<file path="src/rtl/flash_seq_pkg.sv">
package flash_seq_pkg;

    typedef enum logic [3:0] {
        ST_READ,
        ST_UNLK1,
        ST_UNLK2,
        ST_PROG_ARM,
        ST_ERS_SETUP,
        ST_ERS_UNLK1,
        ST_ERS_UNLK2,
        ST_SECT_LOAD,
        ST_ERASING,
        ST_SUSPENDED,
        ST_PROG_BUSY,
        ST_ID
    } seq_state_t;

    typedef enum logic [2:0] {
        OP_NONE       = 3'd0,
        OP_PROGRAM    = 3'd1,
        OP_CHIP_ERASE = 3'd2,
        OP_SECT_ERASE = 3'd3,
        OP_SUSPEND    = 3'd4,
        OP_RESUME     = 3'd5
    } op_code_t;

    typedef enum logic [1:0] {
        RD_ARRAY  = 2'd0,
        RD_ID     = 2'd1,
        RD_STATUS = 2'd2
    } rd_mode_t;

    localparam logic [7:0] CMD_UNLOCK_A = 8'hAA;
    localparam logic [7:0] CMD_UNLOCK_B = 8'h55;
    localparam logic [7:0] CMD_PROGRAM  = 8'hA0;
    localparam logic [7:0] CMD_ERASE    = 8'h80;
    localparam logic [7:0] CMD_CHIP     = 8'h10;
    localparam logic [7:0] CMD_SECTOR   = 8'h30;
    localparam logic [7:0] CMD_SUSPEND  = 8'hB0;
    localparam logic [7:0] CMD_ID       = 8'h90;

    localparam logic [11:0] ADR_FIRST  = 12'h555;
    localparam logic [11:0] ADR_SECOND = 12'h2AA;

endpackage

</file>
<file path="src/rtl/flash_bus_capture.sv">
module flash_bus_capture #(
    parameter int ADDR_W = 18
) (
    input  logic              clk,
    input  logic              rst_n,
    input  logic              we_n,
    input  logic [ADDR_W-1:0] bus_addr,
    input  logic [7:0]        bus_data,
    output logic              wr_evt,
    output logic [ADDR_W-1:0] wr_addr,
    output logic [7:0]        wr_data
);
    logic              we_q;
    logic [ADDR_W-1:0] addr_lat;

    always_ff @(posedge clk or negedge rst_n) begin
        if (!rst_n) begin
            we_q     <= 1'b1;
            addr_lat <= '0;
        end else begin
            we_q <= we_n;
            if (we_q && !we_n)
                addr_lat <= bus_addr;
        end
    end

    assign wr_evt  = !we_q && we_n;
    assign wr_addr = addr_lat;
    assign wr_data = bus_data;
endmodule

</file>
<file path="src/rtl/flash_load_window.sv">
module flash_load_window #(
    parameter int WIN_CYCLES = 3000
) (
    input  logic clk,
    input  logic rst_n,
    input  logic restart,
    input  logic run,
    output logic expired
);
    localparam int CNT_W = $clog2(WIN_CYCLES + 1);
    localparam logic [CNT_W-1:0] RELOAD = CNT_W'(WIN_CYCLES - 1);

    logic [CNT_W-1:0] cnt;

    always_ff @(posedge clk or negedge rst_n) begin
        if (!rst_n)
            cnt <= '0;
        else if (restart)
            cnt <= RELOAD;
        else if (run && cnt != '0)
            cnt <= cnt - 1'b1;
    end

    assign expired = run && !restart && (cnt == '0);
endmodule

</file>
<file path="src/rtl/flash_id_decode.sv">
module flash_id_decode #(
    parameter bit TOP_BOOT = 1'b1
) (
    input  logic [1:0] sel,
    output logic [7:0] id_data
);
    localparam logic [7:0] MAKER_CODE = 8'hC2;
    localparam logic [7:0] PART_CODE  = TOP_BOOT ? 8'h36 : 8'h37;

    always_comb begin
        unique case (sel)
            2'b00:   id_data = MAKER_CODE;
            2'b01:   id_data = PART_CODE;
            default: id_data = 8'h00;
        endcase
    end
endmodule

</file>
<file path="src/rtl/flash_cmd_seq.sv">
module flash_cmd_seq
    import flash_seq_pkg::*;
#(
    parameter int ADDR_W    = 18,
    parameter int NUM_SECT  = 8,
    parameter int CLK_MHZ   = 100,
    parameter int WINDOW_US = 30,
    parameter bit TOP_BOOT  = 1'b1
) (
    input  logic                clk,
    input  logic                rst_n,
    input  logic                we_n,
    input  logic [ADDR_W-1:0]   bus_addr,
    input  logic [7:0]          bus_data,
    input  logic                eng_done,
    output logic                op_valid,
    output logic [2:0]          op_code,
    output logic [ADDR_W-1:0]   op_addr,
    output logic [7:0]          op_data,
    output logic [NUM_SECT-1:0] op_mask,
    output logic [1:0]          rd_mode,
    output logic [7:0]          id_data
);
    localparam int SECT_BITS  = $clog2(NUM_SECT);
    localparam int WIN_CYCLES = CLK_MHZ * WINDOW_US;
    localparam int UNLK_W     = 12;

    logic              wr_evt;
    logic [ADDR_W-1:0] wr_addr;
    logic [7:0]        wr_data;
    logic              win_restart, win_run, win_expired;

    flash_bus_capture #(.ADDR_W(ADDR_W)) cap_i (
        .clk(clk), .rst_n(rst_n), .we_n(we_n), .bus_addr(bus_addr),
        .bus_data(bus_data), .wr_evt(wr_evt), .wr_addr(wr_addr), .wr_data(wr_data)
    );

    flash_load_window #(.WIN_CYCLES(WIN_CYCLES)) win_i (
        .clk(clk), .rst_n(rst_n), .restart(win_restart), .run(win_run),
        .expired(win_expired)
    );

    flash_id_decode #(.TOP_BOOT(TOP_BOOT)) id_i (
        .sel(bus_addr[1:0]), .id_data(id_data)
    );

    seq_state_t          state, nxt;
    logic [NUM_SECT-1:0] sect_mask, mask_nxt;
    logic                in_susp, susp_nxt;
    logic                issue;
    op_code_t            code_nxt;
    logic [ADDR_W-1:0]   addr_nxt;
    logic [7:0]          data_nxt;
    logic [NUM_SECT-1:0] omask_nxt;

    logic [SECT_BITS-1:0] wr_sec, rd_sec;
    logic [NUM_SECT-1:0]  wr_onehot;
    logic                 at_first, at_second;
    seq_state_t           idle_st;

    assign wr_sec    = wr_addr[ADDR_W-1 -: SECT_BITS];
    assign rd_sec    = bus_addr[ADDR_W-1 -: SECT_BITS];
    assign wr_onehot = NUM_SECT'(1) << wr_sec;
    assign at_first  = (wr_addr[UNLK_W-1:0] == ADR_FIRST);
    assign at_second = (wr_addr[UNLK_W-1:0] == ADR_SECOND);
    assign idle_st   = in_susp ? ST_SUSPENDED : ST_READ;

    assign win_run     = (state == ST_SECT_LOAD);
    assign win_restart = wr_evt && (wr_data == CMD_SECTOR) &&
                         ((state == ST_SECT_LOAD) || (state == ST_ERS_UNLK2 && !at_first) ||
                          (state == ST_ERS_UNLK2 && at_first));

    // next state and request decode
    always_comb begin
        nxt       = state;
        mask_nxt  = sect_mask;
        susp_nxt  = in_susp;
        issue     = 1'b0;
        code_nxt  = OP_NONE;
        addr_nxt  = '0;
        data_nxt  = '0;
        omask_nxt = '0;
        unique case (state)
            ST_READ: begin
                if (wr_evt && wr_data == CMD_UNLOCK_A && at_first)
                    nxt = ST_UNLK1;
            end
            ST_UNLK1: begin
                if (wr_evt)
                    nxt = (wr_data == CMD_UNLOCK_B && at_second) ? ST_UNLK2 : idle_st;
            end
            ST_UNLK2: begin
                if (wr_evt) begin
                    nxt = idle_st;
                    if (at_first) begin
                        if (wr_data == CMD_PROGRAM)
                            nxt = ST_PROG_ARM;
                        else if (wr_data == CMD_ERASE && !in_susp)
                            nxt = ST_ERS_SETUP;
                        else if (wr_data == CMD_ID && !in_susp)
                            nxt = ST_ID;
                    end
                end
            end
            ST_PROG_ARM: begin
                if (wr_evt) begin
                    if (in_susp && sect_mask[wr_sec]) begin
                        nxt = ST_SUSPENDED;
                    end else begin
                        nxt      = ST_PROG_BUSY;
                        issue    = 1'b1;
                        code_nxt = OP_PROGRAM;
                        addr_nxt = wr_addr;
                        data_nxt = wr_data;
                    end
                end
            end
            ST_ERS_SETUP: begin
                if (wr_evt)
                    nxt = (wr_data == CMD_UNLOCK_A && at_first) ? ST_ERS_UNLK1 : ST_READ;
            end
            ST_ERS_UNLK1: begin
                if (wr_evt)
                    nxt = (wr_data == CMD_UNLOCK_B && at_second) ? ST_ERS_UNLK2 : ST_READ;
            end
            ST_ERS_UNLK2: begin
                if (wr_evt) begin
                    if (wr_data == CMD_CHIP && at_first) begin
                        nxt       = ST_ERASING;
                        mask_nxt  = '1;
                        issue     = 1'b1;
                        code_nxt  = OP_CHIP_ERASE;
                        omask_nxt = '1;
                    end else if (wr_data == CMD_SECTOR) begin
                        nxt      = ST_SECT_LOAD;
                        mask_nxt = wr_onehot;
                    end else begin
                        nxt = ST_READ;
                    end
                end
            end
            ST_SECT_LOAD: begin
                if (wr_evt) begin
                    if (wr_data == CMD_SECTOR)
                        mask_nxt = sect_mask | wr_onehot;
                    else
                        nxt = ST_READ;
                end else if (win_expired) begin
                    nxt       = ST_ERASING;
                    issue     = 1'b1;
                    code_nxt  = OP_SECT_ERASE;
                    omask_nxt = sect_mask;
                end
            end
            ST_ERASING: begin
                if (eng_done) begin
                    nxt = ST_READ;
                end else if (wr_evt && wr_data == CMD_SUSPEND) begin
                    nxt       = ST_SUSPENDED;
                    susp_nxt  = 1'b1;
                    issue     = 1'b1;
                    code_nxt  = OP_SUSPEND;
                    omask_nxt = sect_mask;
                end
            end
            ST_SUSPENDED: begin
                if (wr_evt) begin
                    if (wr_data == CMD_SECTOR) begin
                        nxt       = ST_ERASING;
                        susp_nxt  = 1'b0;
                        issue     = 1'b1;
                        code_nxt  = OP_RESUME;
                        omask_nxt = sect_mask;
                    end else if (wr_data == CMD_UNLOCK_A && at_first) begin
                        nxt = ST_UNLK1;
                    end
                end
            end
            ST_PROG_BUSY: begin
                if (eng_done)
                    nxt = idle_st;
            end
            ST_ID: begin
                if (wr_evt)
                    nxt = ST_READ;
            end
            default: nxt = ST_READ;
        endcase
    end

    // state register
    always_ff @(posedge clk or negedge rst_n) begin
        if (!rst_n) begin
            state     <= ST_READ;
            sect_mask <= '0;
            in_susp   <= 1'b0;
        end else begin
            state     <= nxt;
            sect_mask <= mask_nxt;
            in_susp   <= susp_nxt;
        end
    end

    // request outputs
    always_ff @(posedge clk or negedge rst_n) begin
        if (!rst_n) begin
            op_valid <= 1'b0;
            op_code  <= OP_NONE;
            op_addr  <= '0;
            op_data  <= '0;
            op_mask  <= '0;
        end else begin
            op_valid <= issue;
            if (issue) begin
                op_code <= code_nxt;
                op_addr <= addr_nxt;
                op_data <= data_nxt;
                op_mask <= omask_nxt;
            end
        end
    end

    // read source selection
    always_comb begin
        unique case (state)
            ST_ERASING, ST_SECT_LOAD, ST_PROG_BUSY: rd_mode = RD_STATUS;
            ST_ID:                                  rd_mode = RD_ID;
            default: rd_mode = (in_susp && sect_mask[rd_sec]) ? RD_STATUS : RD_ARRAY;
        endcase
    end
endmodule

</file>
<file path="config.mk">
export PLATFORM = sky130hd
export DESIGN_NAME = flash_cmd_seq
export DESIGN_NICKNAME = d
export VERILOG_FILES = /design/src/rtl/flash_seq_pkg.sv /design/src/rtl/flash_bus_capture.sv /design/src/rtl/flash_load_window.sv /design/src/rtl/flash_id_decode.sv /design/src/rtl/flash_cmd_seq.sv
export SDC_FILE = /design/constraint.sdc
export NUM_CORES = 1
export LEC_CHECK = 0
export BUFFER_PORTS_ARGS = -buffer_cell sky130_fd_sc_hd__buf_2
export CAP_MARGIN = 0
export CORE_ASPECT_RATIO = 1.2
export CORE_UTILIZATION = 60
export CTS_BUF_LIST = sky130_fd_sc_hd__clkbuf_8 sky130_fd_sc_hd__clkbuf_16
export CTS_CLUSTER_SIZE = 10
export DETAILED_ROUTE_END_ITERATION = 8
export PLACE_DENSITY = 0.84
export SLEW_MARGIN = 20
export SYNTH_ARGS = -nofsm -noshare
export SYNTH_HDL_FRONTEND = slang
export SYNTH_HIERARCHICAL = 1
export SYNTH_SLANG_ARGS = --single-unit
</file>
<file path="constraint.sdc">
create_clock -name clk -period 6.3 [get_ports clk]
set_input_delay 0.63 -clock clk [delete_from_list [all_inputs] [get_ports clk]]
set_output_delay 0.63 -clock clk [all_outputs]
set_load 0.02 [all_outputs]
</file>
==> impl.org <==
** Worst setup path
- Ordered cell list for the critical path :: buf_2 -> nor3_2 -> nand2_1 -> nor3_1 -> buf_4 -> and3b_1 -> nand3_1 -> nand2_4 -> nor3_4 -> a22o_1
- Critical path buffers and inverters :: 2
- STA classifies the critical path startpoint as an input port.
- Path depth of the worst reg2reg path :: 9
- The worst register-to-register path begins at cap_i/we_q$_DFF_PN1_.
- Required time of the critical path :: 6590 ps
- Largest driver fanout on the critical path :: 27
- FF-to-FF setup slack :: 3250 ps
- Critical Path AT :: between 3000 and 4000 ps
- On the critical path, the stage with the largest delay is an instance of sky130_fd_sc_hd__nor3_4.
- Family with the most delay on the worst path :: simple AND/OR/NAND/NOR gates
- The most critical setup path has its startpoint at bus_data[3].
- In this run the worst setup path terminates at op_addr[10]$_DFFE_PN0P_.
- Worst setup path category :: in2reg
- The endpoint identified for the worst register-to-register timing path is op_addr[10]$_DFFE_PN0P_.
- Maximum cell stage delay along the critical path :: 880 ps
- In this run the number of cells on the critical path is 10.
- Sort of element at the end of the critical path :: flop

** Detailed routing
- After detailed routing, the number of remaining DRC violations is 0.
- Before antenna repair, the detailed router went through 5 iterations.
- Wirelength per Cell :: approximately 18 um
- For this block, the routed nets add up to roughly 10000 um of wire.
- Starting DRC count in detailed routing :: 440
- Number of nets with antenna violations after detailed routing :: 0
- Across all layers, the routed design uses 3535 vias.
- Number of vias per cell after detailed routing :: roughly 6.3

** Floorplanning
- Once the floorplan was initialized, standard cells occupied about three fifths of the core.
- Area of the core :: roughly 7200 sq um
- Die width :: 80.7 um
- During I/O placement, the number of pins put on the boundary was between 70 and 80.
- The die covers around 7800 sq um.
- Number of placement rows :: 34
- Die Ht :: approximately 96 um

** Synth
- Among all flip-flop cells after synthesis, the most frequent one is sky130_fd_sc_hd__dfrtp_1.
- Count of warnings emitted by yosys :: 6
- Sequential element share of the synthesized area :: 46.0%
- Number of synthesized register bits :: 82
- In this run the biggest area consumer among cell types represents between 40% and 50% of the synthesized area.
- Cell variety after synth :: 77
- The synthesized design contains 0 enable-type register cells.
- Post-synth top cells :: sky130_fd_sc_hd__dfrtp_1, sky130_fd_sc_hd__nand2_1, sky130_fd_sc_hd__a22o_1
- Summed over all instances, the cell type with the most area after synthesis is sky130_fd_sc_hd__dfrtp_1.
- Sorting the synthesized cells by area gives the leading types as sky130_fd_sc_hd__dfrtp_1, sky130_fd_sc_hd__a22o_1, sky130_fd_sc_hd__mux2_4.
- Counting every instance in the synthesized netlist gives around 410.
- Post-synthesis area per instance :: about 11 sq um
- Netlist area before placement :: around 4500 sq um
- Async set-reset flop share out of synthesis :: 100%
- Cell with the most instances after synthesis :: sky130_fd_sc_hd__dfrtp_1

** Timing
- The final critical path takes up 50.3% of the cycle.
- Max Slew Vio Count :: 0
- On the final layout, the worst clock skew is ~15 ps.
- Setup violations remaining at the end of the flow were counted as 0.
- Number of endpoints with negative hold slack in the final report :: 0
- Total negative slack :: 0 ps
- For the finished layout, the period the worst path requires is 3170 ps.
- Slew margin rel. :: around 29%
- For the pin with the worst max-slew slack, the measured transition is between 1000 and 1500 ps.
- For this run, the top clock speed supported by timing is about 0.32 GHz.
- RSZ-0062 raised after global routing :: no

** Clocking
- Maximum buffer depth of the clock tree :: 2
- CTS placed an instance of sky130_fd_sc_hd__clkbuf_8 at the clock tree root.
- Clock-pin slew was measured on the worst setup and hold paths at roughly 90 ps.
- The clock net in this run drives a total of 82 sinks.
- Once the clock tree was built, the setup fixing pass inserted 0 buffers.
- Post-CTS repair changed the size of 0 cells.
- Buffers inserted to repair hold after CTS numbered 0.
- CTS tree :: built
- Clock latency on the worst-skew pair, taken at its later pin, is ~370 ps.
- The H-tree was split into 3 levels.
- Number of CTS-inserted buffers :: 9

** Run status
- The run finished with clean final reports.

** Finish
- Area added between synthesis and finish :: 10.4%
- The post-route netlist has 29.9% of its cells at a drive strength greater than 1.
- The sequential cells in the finished layout cover a total of between 2000 and 2500 sq um.
- At the end of the flow, the number of nets in the layout was about 500.
- Number of non-filler instances in the completed layout :: 561
- Area used by multi-input combinational logic :: ~2100 sq um
- Filler Cell Count :: ~550
- The repair_antennas step left the layout with diodes totalling 0.

** Placement
- During placement, the flow inserted port buffers numbering 75.
- Gp weighted congestion :: between 0.9 and 1
- Post-DP HPWL :: a little over 7000 um
- Inst Count DP :: between 500 and 600

** Global route
- Global-route wire length before repair :: 16500 um
- Entering global routing, the biggest net connects between 80 and 90 pins.
- Number of global-route vias before repair :: between 3000 and 4000
- GRT Overall Usage :: approximately 28%
- The number of antenna violations at the first check in global routing came to 0.
- For this run the aggregate overflow at the end of global routing stands at 0.

** Power and ir drop
- For this design the static power due to leakage is approximately 2.3 nW.
- Power per cell area :: roughly 230 nW/um^2
- Peak VDD IR :: roughly 0.16 mV
- Power comes to about 0.0011 W.

** Flow run
- Max_cap viols :: 0

** Hold path
- The min-delay analysis places its worst path in the category in2async.
-- sequential cells by signal, summed over array words and instances, names as in the netlist --
register       flops
state              4
op_data            8
op_code            3
cap_i/wr_addr     18
op_addr           18
op_valid           1
op_mask            8
in_susp            1
sect_mask          8
win_i/cnt         12
cap_i/we_q         1
-- cell type report --
type                    count  share of cell area (%)
flip-flops and latches     82                    41.7
well taps                  90                    2.29
repair buffers             77                    8.06
multi-input cells         285                    42.8
clock buffers               9                    2.52
clock inverters             7                    1.78
inverters                  11                   0.839
-- cell families after synthesis --
family,Yosys count,share of synthesized area (%)
AO/OA/AOI/OAI,101,17.1
XOR/XNOR,2,0.393
adder cells (fa/ha/maj),2,0.561
buffers and inverters,46,6.82
flip-flops,82,46.0
multiplexers,27,8.16
other,1,0.0841
AND/OR/NAND/NOR,151,20.8
-- placed cells by master (no fill, tap or decap), types with 9 or more instances in the layout --
cell type / Yosys / layout
sky130_fd_sc_hd__nand3_1: 12 / 12
sky130_fd_sc_hd__nand2_1: 33 / 33
sky130_fd_sc_hd__mux2_4: 11 / 11
sky130_fd_sc_hd__nor2_1: 17 / 17
sky130_fd_sc_hd__dfrtp_1: 81 / 81
sky130_fd_sc_hd__a22oi_1: 9 / 9
sky130_fd_sc_hd__buf_2: 4 / 74
sky130_fd_sc_hd__clkbuf_8: 0 / 9
sky130_fd_sc_hd__nor4_1: 12 / 12
sky130_fd_sc_hd__a21oi_1: 16 / 16
sky130_fd_sc_hd__a22o_1: 26 / 26
sky130_fd_sc_hd__nor3_1: 14 / 14
sky130_fd_sc_hd__o21ai_1: 14 / 14
sky130_fd_sc_hd__mux2_2: 11 / 11
-- report_power, final --
group,switching [W],internal (W),leakage (nW),total [W]
Sequential,0.0000461,0.000551,1.05,0.000597
Clock,0.000213,0.000190,0.0992,0.000403
Combinational,0.0000769,0.0000687,1.12,0.000146
Total,0.000336,0.000809,2.27,0.00115
-- layer usage --
layer / vias up / track usage, % / routed length, um
met2: 159 / 45.3 / 5010
met5: - / 0 / 0
met3: 24 / 4.88 / 642
met4: 0 / 12.8 / 251
met1: 1714 / 38.0 / 4390
li1: 1638 / - / -
-- worst reg2reg max path, delay by kind of cell (launching register included) --
family / cells / cell delay (ps)
AO/OA/AOI/OAI: 1 / 260
buffers and inverters: 1 / 230
flip-flops: 1 / 380
AND/OR/NAND/NOR: 7 / 2100
-- through the flow --
step                area, sq um  hold slack, ps  setup slack (ps)  utilization [%]
floorplan                  4460             334              3090                -
global placement           4710             477              2880             65.1
detailed placement         4710             477              2780             65.1
CTS                        4920             396              3160             68.0
global route               4920             350              2920             68.1
finish                     4920             289              3130             68.1
-- how the worst min path moves through the flow --
| stage | cells past startpoint | from | slack [ps] | to |
|---|---|---|---|---|
| after detailed placement | 1 | op_addr[1]$_DFFE_PN0P_ | 480 | op_addr[1]$_DFFE_PN0P_ |
| after global routing | 1 | rst_n | 350 | win_i/cnt[2]$_DFFE_PN0P_ |
| after global placement | 1 | op_addr[4]$_DFFE_PN0P_ | 480 | op_addr[4]$_DFFE_PN0P_ |
| final | 1 | rst_n | 290 | state[3]$_DFFE_PN0P_ |
| after CTS | 1 | we_n | 400 | cap_i/we_q$_DFF_PN1_ |
| after floorplan | 0 | rst_n | 330 | cap_i/wr_addr[0]$_DFFE_PN0P_ |
Power figures use the tool's default switching activity.
